==> config.mk <==
export PLATFORM = sky130hd
export DESIGN_NAME = fpas_addsub
export DESIGN_NICKNAME = d
export VERILOG_FILES = /design/src/rtl/fpas_pkg.sv /design/src/rtl/fpas_unpack.sv /design/src/rtl/fpas_round.sv /design/src/rtl/fpas_addsub.sv
export SDC_FILE = /design/constraint.sdc
export NUM_CORES = 1
export LEC_CHECK = 0
export ABC_AREA = 1
export BUFFER_PORTS_ARGS = -buffer_cell sky130_fd_sc_hd__buf_4
export CAP_MARGIN = 20
export CORE_UTILIZATION = 57
export CTS_CLUSTER_SIZE = 30
export DETAILED_ROUTE_END_ITERATION = 10
export PLACE_DENSITY = 0.78
export SKIP_CTS_REPAIR_TIMING = 1
export SLEW_MARGIN = 15
export SYNTH_ARGS = -nofsm -noshare
export SYNTH_HDL_FRONTEND = slang
export SYNTH_HIERARCHICAL = 1
export SYNTH_SLANG_ARGS = --single-unit
==> constraint.sdc <==
create_clock -name clk_i -period 4 [get_ports clk_i]
set_clock_uncertainty 0.15 [all_clocks]
set_input_delay 0 -clock clk_i [delete_from_list [all_inputs] [get_ports clk_i]]
set_output_delay 0 -clock clk_i [all_outputs]
set_load 0.02 [all_outputs]
==> src/rtl/fpas_pkg.sv <==
package fpas_pkg;
  typedef enum logic [2:0] {
    ST_IDLE, ST_ALIGN, ST_ADD, ST_NORM, ST_ROUND, ST_DONE
  } fpas_state_e;

  localparam int FLG_OVF = 1;
  localparam int FLG_UNF = 2;
  localparam int FLG_RND = 6;
  localparam int FLG_SAT = 7;
endpackage

==> src/rtl/fpas_unpack.sv <==
module fpas_unpack #(
  parameter int EXP_W = 8,
  parameter int MAN_W = 16
) (
  input  logic [EXP_W+MAN_W-1:0] word_i,
  input  logic                   flip_i,
  output logic [EXP_W-1:0]       exp_o,
  output logic                   sign_o,
  output logic [MAN_W-1:0]       mant_o,
  output logic                   zero_o,
  output logic [EXP_W+MAN_W-1:0] word_o
);
  assign exp_o  = word_i[EXP_W+MAN_W-1:MAN_W];
  assign sign_o = word_i[MAN_W-1] ^ flip_i;
  assign mant_o = {1'b1, word_i[MAN_W-2:0]};
  assign zero_o = (exp_o == '0);
  assign word_o = {exp_o, sign_o, word_i[MAN_W-2:0]};
endmodule

==> src/rtl/fpas_round.sv <==
module fpas_round #(
  parameter int EXP_W = 8,
  parameter int MAN_W = 16
) (
  input  logic [MAN_W:0]         mant_i,  // normalized, LSB is guard
  input  logic [EXP_W:0]         exp_i,
  input  logic                   sign_i,
  input  logic                   rnd_en_i,
  input  logic                   sat_en_i,
  output logic [EXP_W+MAN_W-1:0] word_o,
  output logic                   ovf_o
);
  logic           up;
  logic [MAN_W:0] m_r;
  logic [EXP_W:0] e_r;
  logic [MAN_W-2:0] frac;

  // single guard bit: a tie always resolves to even
  assign up   = rnd_en_i & mant_i[0] & mant_i[1];
  assign m_r  = {1'b0, mant_i[MAN_W:1]} + {{MAN_W{1'b0}}, up};
  assign e_r  = exp_i + {{EXP_W{1'b0}}, m_r[MAN_W]};
  assign frac = m_r[MAN_W] ? m_r[MAN_W-1:1] : m_r[MAN_W-2:0];
  assign ovf_o = e_r[EXP_W];

  always_comb begin
    if (ovf_o && sat_en_i) word_o = {{EXP_W{1'b1}}, sign_i, {(MAN_W-1){1'b1}}};
    else                   word_o = {e_r[EXP_W-1:0], sign_i, frac};
  end
endmodule

==> src/rtl/fpas_addsub.sv <==
module fpas_addsub
  import fpas_pkg::*;
#(
  parameter int EXP_W = 8,
  parameter int MAN_W = 16
) (
  input  logic                   clk_i,
  input  logic                   rst_ni,
  input  logic                   start_i,
  input  logic                   sub_i,
  input  logic                   rnd_en_i,
  input  logic                   sat_en_i,
  input  logic [EXP_W+MAN_W-1:0] a_i,
  input  logic [EXP_W+MAN_W-1:0] b_i,
  output logic [EXP_W+MAN_W-1:0] result_o,
  output logic                   done_o,
  output logic [7:0]             status_o,
  output logic [7:0]             flags_o
);
  localparam int W     = EXP_W + MAN_W;
  localparam int EXT_W = MAN_W + 1;
  localparam int CNT_W = $clog2(MAN_W);
  localparam logic [EXP_W-1:0] DIFF_LIM = EXP_W'(MAN_W);
  localparam logic [EXP_W:0]   EXP_ONE  = (EXP_W+1)'(1);

  // operand unpack (index 0 = A, 1 = B)
  logic [W-1:0]     op_w   [2];
  logic             op_f   [2];
  logic [EXP_W-1:0] op_e   [2];
  logic             op_s   [2];
  logic [MAN_W-1:0] op_m   [2];
  logic             op_z   [2];
  logic [W-1:0]     op_eff [2];

  assign op_w[0] = a_i;  assign op_f[0] = 1'b0;
  assign op_w[1] = b_i;  assign op_f[1] = sub_i;

  for (genvar g = 0; g < 2; g++) begin : g_unp
    fpas_unpack #(.EXP_W(EXP_W), .MAN_W(MAN_W)) u_unp (
      .word_i(op_w[g]), .flip_i(op_f[g]), .exp_o(op_e[g]), .sign_o(op_s[g]),
      .mant_o(op_m[g]), .zero_o(op_z[g]), .word_o(op_eff[g]));
  end

  logic             swap;
  logic [EXP_W-1:0] ediff;
  assign swap  = op_e[1] > op_e[0];
  assign ediff = swap ? op_e[1] - op_e[0] : op_e[0] - op_e[1];

  fpas_state_e      st_q, st_d;
  logic [EXT_W-1:0] big_q, big_d, sml_q, sml_d, mnt_q, mnt_d;
  logic [EXP_W:0]   exp_q, exp_d;
  logic             sgn_q, sgn_d, dif_q, dif_d, rnd_q, rnd_d, sat_q, sat_d;
  logic [CNT_W-1:0] cnt_q, cnt_d;
  logic [W-1:0]     res_q, fin_res, rnd_word;
  logic [7:0]       flg_q, sta_q;
  logic             fin, fin_ovf, fin_unf, rnd_ovf, opt_rnd, opt_sat;

  logic [EXT_W:0]   sml_x, addend, sum;
  logic [EXT_W-1:0] neg;
  assign sml_x  = {1'b0, sml_q};
  assign addend = dif_q ? (~sml_x + 1'b1) : sml_x;
  assign sum    = {1'b0, big_q} + addend;
  assign neg    = ~sum[EXT_W-1:0] + 1'b1;

  fpas_round #(.EXP_W(EXP_W), .MAN_W(MAN_W)) u_rnd (
    .mant_i(mnt_q), .exp_i(exp_q), .sign_i(sgn_q), .rnd_en_i(rnd_q),
    .sat_en_i(sat_q), .word_o(rnd_word), .ovf_o(rnd_ovf));

  always_comb begin
    st_d = st_q; big_d = big_q; sml_d = sml_q; mnt_d = mnt_q; exp_d = exp_q;
    sgn_d = sgn_q; dif_d = dif_q; cnt_d = cnt_q; rnd_d = rnd_q; sat_d = sat_q;
    fin = 1'b0; fin_res = '0; fin_ovf = 1'b0; fin_unf = 1'b0;
    unique case (st_q)
      ST_IDLE: if (start_i) begin
        rnd_d = rnd_en_i;
        sat_d = sat_en_i;
        if (op_z[0]) begin
          fin = 1'b1;
          fin_res = op_z[1] ? '0 : op_eff[1];
        end else if (op_z[1]) begin
          fin = 1'b1;
          fin_res = op_eff[0];
        end else if (ediff >= DIFF_LIM) begin
          fin = 1'b1;
          fin_res = swap ? op_eff[1] : op_eff[0];
        end else begin
          big_d = {(swap ? op_m[1] : op_m[0]), 1'b0};
          sml_d = {(swap ? op_m[0] : op_m[1]), 1'b0};
          exp_d = {1'b0, (swap ? op_e[1] : op_e[0])};
          sgn_d = swap ? op_s[1] : op_s[0];
          dif_d = op_s[0] ^ op_s[1];
          cnt_d = ediff[CNT_W-1:0];
          st_d  = ST_ALIGN;
        end
      end
      ST_ALIGN: begin
        if (cnt_q == '0) st_d = ST_ADD;
        else begin
          sml_d = sml_q >> 1;
          cnt_d = cnt_q - 1'b1;
        end
      end
      ST_ADD: begin
        st_d = ST_NORM;
        if (!dif_q) begin
          if (sum[EXT_W]) begin
            mnt_d = sum[EXT_W:1];
            exp_d = exp_q + 1'b1;
          end else mnt_d = sum[EXT_W-1:0];
        end else if (sum == '0) begin
          fin = 1'b1;
        end else if (sum[EXT_W]) begin
          mnt_d = neg;
          sgn_d = ~sgn_q;
        end else mnt_d = sum[EXT_W-1:0];
      end
      ST_NORM: begin
        if (mnt_q[EXT_W-1]) st_d = ST_ROUND;
        else if (exp_q <= EXP_ONE) begin
          fin = 1'b1;
          fin_unf = 1'b1;
        end else begin
          mnt_d = mnt_q << 1;
          exp_d = exp_q - 1'b1;
        end
      end
      ST_ROUND: begin
        fin = 1'b1;
        fin_res = rnd_word;
        fin_ovf = rnd_ovf;
      end
      default: st_d = ST_IDLE;
    endcase
    if (fin) st_d = ST_DONE;
  end

  assign opt_rnd = (st_q == ST_IDLE) ? rnd_en_i : rnd_q;
  assign opt_sat = (st_q == ST_IDLE) ? sat_en_i : sat_q;

  always_ff @(posedge clk_i or negedge rst_ni) begin
    if (!rst_ni) begin
      st_q <= ST_IDLE; big_q <= '0; sml_q <= '0; mnt_q <= '0; exp_q <= '0;
      sgn_q <= 1'b0; dif_q <= 1'b0; cnt_q <= '0; rnd_q <= 1'b0; sat_q <= 1'b0;
      res_q <= '0; flg_q <= '0; sta_q <= '0;
    end else begin
      st_q <= st_d; big_q <= big_d; sml_q <= sml_d; mnt_q <= mnt_d; exp_q <= exp_d;
      sgn_q <= sgn_d; dif_q <= dif_d; cnt_q <= cnt_d; rnd_q <= rnd_d; sat_q <= sat_d;
      if (fin) begin
        res_q <= fin_res;
        flg_q <= '0;
        flg_q[FLG_OVF] <= fin_ovf;
        flg_q[FLG_UNF] <= fin_unf;
        flg_q[FLG_RND] <= opt_rnd;
        flg_q[FLG_SAT] <= opt_sat;
        sta_q <= (fin_ovf | fin_unf) ? 8'hFF : 8'h00;
      end
    end
  end

  assign result_o = res_q;
  assign done_o   = (st_q == ST_DONE);
  assign status_o = sta_q;
  assign flags_o  = flg_q;
endmodule

==> results of run 1 <==
## layout make-up
type,instances,share of cell area [%]
Clock buffer,9,1.91
Clock inverter,7,0.872
Inverter,209,6.69
Multi-Input combinational cell,1282,55.2
Sequential cell,99,21.1
Tap cell,229,2.44
Timing Repair Buffer,170,11.8
## registers in the layout, summed over array words and instances (netlist names)
register	count
sgn_q	1
st_q	3
mnt_q	17
status_o	1
big_q	16
sat_q	1
dif_q	1
rnd_q	1
result_o	24
flags_o	4
cnt_q	4
sml_q	17
exp_q	9
## how the worst max path moves through the flow
stage | slack (ns) | endpoint | startpoint
2_1_floorplan | 0.40 | mnt_q[10]$_DFFE_PN0P_ | sml_q[0]$_DFFE_PN0P_
3_3_place_gp | 0.04 | mnt_q[6]$_DFFE_PN0P_ | sml_q[1]$_DFFE_PN0P_
3_5_place_dp | -0.008 | mnt_q[6]$_DFFE_PN0P_ | sml_q[1]$_DFFE_PN0P_
4_1_cts | -0.03 | mnt_q[6]$_DFFE_PN0P_ | sml_q[1]$_DFFE_PN0P_
5_1_grt | -0.04 | mnt_q[3]$_DFFE_PN0P_ | sml_q[0]$_DFFE_PN0P_
6_report | 0.17 | mnt_q[5]$_DFFE_PN0P_ | sml_q[1]$_DFFE_PN0P_
## routing by layer
layer	global-route usage, %	wire (µm)	vias up
met1	42.8	13300	5126
met4	15.6	1340	0
met3	3.52	2130	73
met2	52.9	14600	448
met5	0	0	-
li1	-	-	5556
## per-stage QoR
step | worst slack [ns] | hold WS, ns
6_report | 0.167 | -0.0366
5_1_grt | -0.0410 | -0.00307
4_1_cts | -0.0325 | -0.350
3_5_place_dp | -0.00841 | 0.0399
3_3_place_gp | 0.0391 | 0.0237
2_1_floorplan | 0.399 | -0.446
## placed cells by master (no fill, tap or decap), types with 10 or more instances in the layout
master         instances
nor2_2                13
nand3_1              155
a21oi_1               95
dfrtp_1               99
dlygate4sd3_1         39
buf_4                130
xnor2_1               10
nor2_1               106
nand2_1              529
o21ai_0              174
ha_1                  41
xor2_1                31
nand4_1               16
nor3_1                12
nand2_2               10
inv_1                199
## cells by family (layout without fill, tap and decap cells)
kind of cell	Yosys count	after routing	synth area share (%)
flip-flops	99	99	23.1
adder cells (fa/ha/maj)	45	45	5.46
other	3	7	0.105
buffers and inverters	379	395	17.6
XOR/XNOR	44	44	3.59
AND/OR/NAND/NOR	867	867	34.3
AO/OA/AOI/OAI	319	319	15.9
## report_power, final
group	switching, W	internal [W]	leakage [nW]
clock	0.000466	0.000510	0.160
combinational	0.00432	0.00244	4.82
sequential	0.000534	0.00147	1.25
total	0.00532	0.00442	6.23
## critical path: stages, from the launching register on
cell and delay (ns):
dfrtp_1 0.35, inv_1 0.06, ha_1 0.20, inv_1 0.12, nor4_4 0.06, buf_4 0.15
or2_2 0.32, xor2_4 0.18, ha_4 0.30, nand2_1 0.08, nor2_1 0.17, nand3_1 0.13
nand2_1 0.13, nand2_1 0.10, nand2_4 0.11, nand3_2 0.12, nor2_4 0.14, nand2_2 0.09
nor2_4 0.12, nand4_4 0.20, nand2_4 0.17, buf_4 0.18, o21ai_0 0.09
==> flow_metrics.py, run 1 <==
metrics = {
    "run_status": {
        "status": "finished with violations",
        "violations": "design-rule violations, negative hold slack",
    },
    "timing": {
        "timing.fmax_mhz": 261,
        "period_minus_slack_ns": 3.83,
        "worst_slew_pin_slew_ns": 0.944,
        "finalCritPeriodShare_pct": 95.8,
        "maxSlewViolCount": 0,
        "hold_violations": 14,
        "slew_headroom_pct": 37.1,
        "setup-tns-final_ns": 0,
        "hold_ws_ns": -0.0366,
        "setup_viol": 0,
    },
    "power_and_ir_drop": {
        "peakVddDrop_mv": 0.416,
        "power_leakage_nw": 6.23,
        "power_density_nw_per_um2": 828,
        "power_w": 0.00974,
    },
    "finish": {
        "final_util_pct": 64.6,
        "antenna_cells": 0,
        "final_cells": 2005,
        "multi_input_area_um2": 6500,
        "area_growth_pct": 9.66,
        "final_cell_area_um2": 11800,
        "drive_above_1_share_pct": 12.0,
        "register_area_um2": 2480,
        "final_nets": 1870,
        "fillers": 1699,
    },
    "logic_synthesis": {
        "synth_top_area_share_pct": 23.1,
        "yosys_register_bits": 99,
        "synth_enable_flop_cells": 0,
        "async_flop_share_pct": 100,
        "synth.most_common_cell": "nand2_1",
        "yosys.cell_types.count": 47,
        "synth_area_leaders": "dfrtp_1 (23%), nand2_1 (19%), o21ai_0 (8.3%)",
        "synthTopCellsByCount": "nand2_1 (532), inv_1 (199), o21ai_0 (177)",
        "seq_area_frac_synth_pct": 23.1,
        "yosys.area.top_type": "dfrtp_1",
        "yosys_warnings": 6,
        "ys.flop_type": "dfrtp_1",
        "syn-mean-instance-area_um2": 6.11,
        "synthCells": 1756,
        "syn_area_um2": 10700,
    },
    "clock_tree": {
        "htree_levels": 3,
        "clockRootBuffer": "clkbuf_16",
        "tritoncts": "yes",
        "numCtsBuffers": 9,
        "cts.clk_slew.worst_paths_ns": 0.08,
        "clk_path_buf_depth": 2,
        "clk_latency_ns": 0.37,
        "cts_sinks": 99,
    },
    "min_path": {
        "hold_path_class": "input port to register",
        "hold_path_end": "exp_q[0]$_DFFE_PN0P_",
        "min-delay-start": "b_i[16]",
        "worstHoldPathCells": 5,
    },
    "detailed_routing": {
        "routed_wl_um": 31300,
        "num_vias": 11200,
        "wl_per_cell_um": 15.6,
        "drc": 1,
        "routed_via_density": 5.59,
        "detail-route-antenna-nets": 0,
        "drt_first_pass_iters": 9,
        "drtIter0Drc": 1010,
    },
    "run": {
        "max-cap-violations": 0,
    },
    "critical_path": {
        "worstSetupPathType": "register to register",
        "rrSetupSlack_ns": 0.17,
        "critPathLaunchType": "register",
        "crit_path_end_kind": "register",
        "worst_ep_required_time_ns": 4.10,
        "r2r-end": "mnt_q[5]$_DFFE_PN0P_",
        "cp_max_fo": 10,
        "arrival_ns": 3.93,
        "reg2reg_depth": 22,
        "r2r-start": "sml_q[1]$_DFFE_PN0P_",
    },
    "global_routing": {
        "grt_pass1_wl_um": 49700,
        "grt_overflow_total": 0,
        "grt_max_degree": 67,
        "grtUsageTotal_pct": 32.4,
        "grt_pass1_vias": 9965,
        "antenna_found_initial": 0,
    },
    "placement": {
        "port_buffers": 90,
        "gp_congestion": 0.966,
        "place_area_um2": 10900,
        "place_hpwl_um": 23500,
        "dp.cells": 1945,
    },
    "floorplanning": {
        "die_height_um": 139,
        "die-area_um2": 19400,
        "initial_core_util_pct": 58.9,
        "num_rows": 49,
        "die_x_um": 139,
        "core_um2": 18200,
        "ios": 95,
    },
}
No activity file was read; power rests on OpenSTA's default activity.
==> run 2: changes to the inputs <==
CELL_PAD_IN_SITES_DETAIL_PLACEMENT = 1   (was unset)
CELL_PAD_IN_SITES_GLOBAL_PLACEMENT = 1   (was unset)
CORE_UTILIZATION = 43   (was 57)
PLACE_DENSITY = 0.83   (was 0.78)
==> run 2 against run 1 <==
  * The run ends with negative hold slack left
  * Flip-flop and latch count unchanged
  * First-iteration DRC count decreased by 30%
  * Final cell count increased by 5.0%
  * Power increased by 7.8%
  * Final area increased by 2.8%
  * Global-route usage decreased by 3.2 points
  * Core utilization decreased by 15 points
  * Sequential power increased by 3%
  * Clock power decreased by 4.2%
  * Non-clock buffer count increased by 6
  * Critical endpoint is now mnt_q[15]$_DFFE_PN0P_
==> flow_metrics.py, run 2 (synthesized netlist as in run 1, its figures left out) <==
metrics = {
    "timing": {
        "finalCritPeriodShare_pct": 99.0,
        "setup_viol": 0,
        "hold_violations": 34,
        "maxSlewViolCount": 0,
        "fin_ws_ns": 0.0394,
        "hold_ws_ns": -0.0337,
        "worst_slew_pin_slew_ns": 0.758,
        "rsz0062_at_grt": "true",
        "period_minus_slack_ns": 3.96,
        "slew_headroom_pct": 49.4,
        "timing.fmax_mhz": 252,
    },
    "detailed_routing": {
        "routed_wl_um": 39100,
        "wl_per_cell_um": 18.6,
        "drtIter0Drc": 702,
        "routed_via_density": 5.51,
        "num_vias": 11600,
        "drt_first_pass_iters": 5,
        "drc": 0,
        "detail-route-antenna-nets": 0,
    },
    "placement": {
        "port_buffers": 90,
        "dp_slack_ns": -0.0760,
        "gp_congestion": 0.889,
        "place_hpwl_um": 28600,
        "dp.cells": 2038,
    },
    "critical_path": {
        "cp_slowest_cell": "dfrtp_1",
        "cp_cell_sequence": "nor2_1 > inv_2 > nor4_4 > nand4_1 > o21ai_2 > xnor2_2 > ha_1 > nand2_2 > inv_1 > nand2_1 > nand2_1 > a21oi_2 > nand2_1 > nand2_1 > nand2_2 > nor2_1 > nand2_1 > inv_2 > nand4_4 > nand2_8 > buf_4 > nor2_1 > a21oi_1",
        "arrival_ns": 4.10,
        "cp_max_fo": 7,
        "critPathLaunchType": "register",
        "crit_top_cell": "nand2_1",
        "worst_ep_required_time_ns": 4.14,
        "rrSetupSlack_ns": 0.04,
        "crit_path_max_incr_delay_ns": 0.40,
        "worstSetupPathType": "register to register",
        "critPathTopFamily": "simple AND/OR/NAND/NOR gates",
        "path_buf_inv": 4,
        "crit_path_end_kind": "register",
    },
    "power_and_ir_drop": {
        "power_w": 0.0105,
        "power_leakage_nw": 6.28,
        "peakVddDrop_mv": 0.367,
        "power_density_nw_per_um2": 869,
    },
    "finish": {
        "largest_reg_flops": 24,
        "area_growth_pct": 12.7,
        "antenna_cells": 0,
        "register_area_um2": 2480,
        "final_cells": 2106,
        "fillers": 3343,
        "final_nets": 1876,
        "drive_above_1_share_pct": 14.8,
        "multi_input_area_um2": 6610,
        "final_common_cell": "nand2_1",
        "mostFrequentLayoutCells": "nand2_1 (518), inv_1 (193), o21ai_0 (172), nand3_1 (153), buf_4 (134)",
    },
    "clock_tree": {
        "clockRootBuffer": "clkbuf_16",
        "htree_levels": 3,
        "clk_path_buf_depth": 2,
        "clk_latency_ns": 0.37,
        "tritoncts": "yes",
        "cts_sinks": 99,
        "numCtsBuffers": 9,
        "cts.clk_slew.worst_paths_ns": 0.08,
    },
    "floorplanning": {
        "ios": 95,
        "core_um2": 24400,
        "die_height_um": 160,
        "num_rows": 57,
        "die-area_um2": 25600,
        "initial_core_util_pct": 44.0,
        "die_x_um": 160,
    },
    "global_routing": {
        "grt_pass1_vias": 11400,
        "grtUsageTotal_pct": 29.1,
        "grt_pass1_wl_um": 59400,
        "grt_max_degree": 82,
        "grt_overflow_total": 0,
        "antenna_found_initial": 0,
    },
    "run": {
        "max-cap-violations": 0,
    },
    "run_status": {
        "violations": "negative hold slack",
        "status": "finished with violations",
    },
    "min_path": {
        "hold_path_class": "input port to async pin",
    },
}
run 2: changes by cell type in the layout (fill, tap and decap cells not counted), sizes merged:
| cell | before | now |
|---|---|---|
| buf | 131 | 141 |
| bufinv | 1 | 0 |
| clkbuf | 9 | 10 |
| clkinv | 2 | 5 |
| clkinvlp | 0 | 1 |
| dlygate4sd3 | 39 | 34 |
| inv | 213 | 210 |
run 2: metal layers:
layer  GRT usage [%]  vias up  wire length, µm  part of all wire [%]
met3            2.60       85             1220                   3.1
li1                -     5561                -                     -
met2            50.0      279            19300                    49
met1            36.1     5684            16500                    42
met4            15.7        0             2050                   5.2
met5               0        -                0                     0
run 2: layout make-up:
cell class,count,share of cell area (%)
clock inverter,7,0.756
inverter,209,6.58
multi-input combinational,1282,54.7
clock buffer,9,1.86
timing repair buffer,176,12.3
tap,324,3.35
sequential,99,20.5
run 2: path summary, 6_finish.rpt:
path | startpoint | end | cells past startpoint
worst max-delay path | sml_q[3]$_DFFE_PN0P_ | mnt_q[15]$_DFFE_PN0P_ | 23
worst min-delay path | rst_ni | cnt_q[2]$_DFFE_PN0P_ | 2
worst max register to register | sml_q[3]$_DFFE_PN0P_ | mnt_q[15]$_DFFE_PN0P_ | 23
worst min register to register | cnt_q[0]$_DFFE_PN0P_ | cnt_q[0]$_DFFE_PN0P_ | 2
max in group asynchronous | rst_ni | result_o[18]$_DFFE_PN0P_ | 3
min in group clk_i | b_i[16] | result_o[16]$_DFFE_PN0P_ | 5
run 2: through the flow:
step	hold WS (ns)	instance area (µm²)	TNS [ns]	util (%)
2_1_floorplan	-0.446	10700	0	-
3_3_place_gp	0.0895	11000	0	45.1
3_5_place_dp	0.0927	11000	-0.990	45.1
4_1_cts	-0.277	11300	-5.79	46.4
5_1_grt	0.0170	12100	-4.92	49.6
6_report	-0.0337	12100	0	49.6
run 2: power by group:
part / switching, W / total (W) / internal [W]
combinational: 0.00482 / 0.00751 / 0.00269
clock: 0.000484 / 0.000935 / 0.000450
sequential: 0.000585 / 0.00205 / 0.00147
run 2: worst reg2reg max path, cell delays in order (launching register included):
cell     delay, ns
dfrtp_1       0.40
nor2_1        0.15
inv_2         0.08
nor4_4        0.28
nand4_1       0.30
o21ai_2       0.30
xnor2_2       0.11
ha_1          0.38
nand2_2       0.14
inv_1         0.07
nand2_1       0.07
nand2_1       0.07
a21oi_2       0.13
nand2_1       0.06
nand2_1       0.07
nand2_2       0.07
nor2_1        0.14
nand2_1       0.11
inv_2         0.10
nand4_4       0.22
nand2_8       0.20
buf_4         0.13
nor2_1        0.03
a21oi_1       0.13
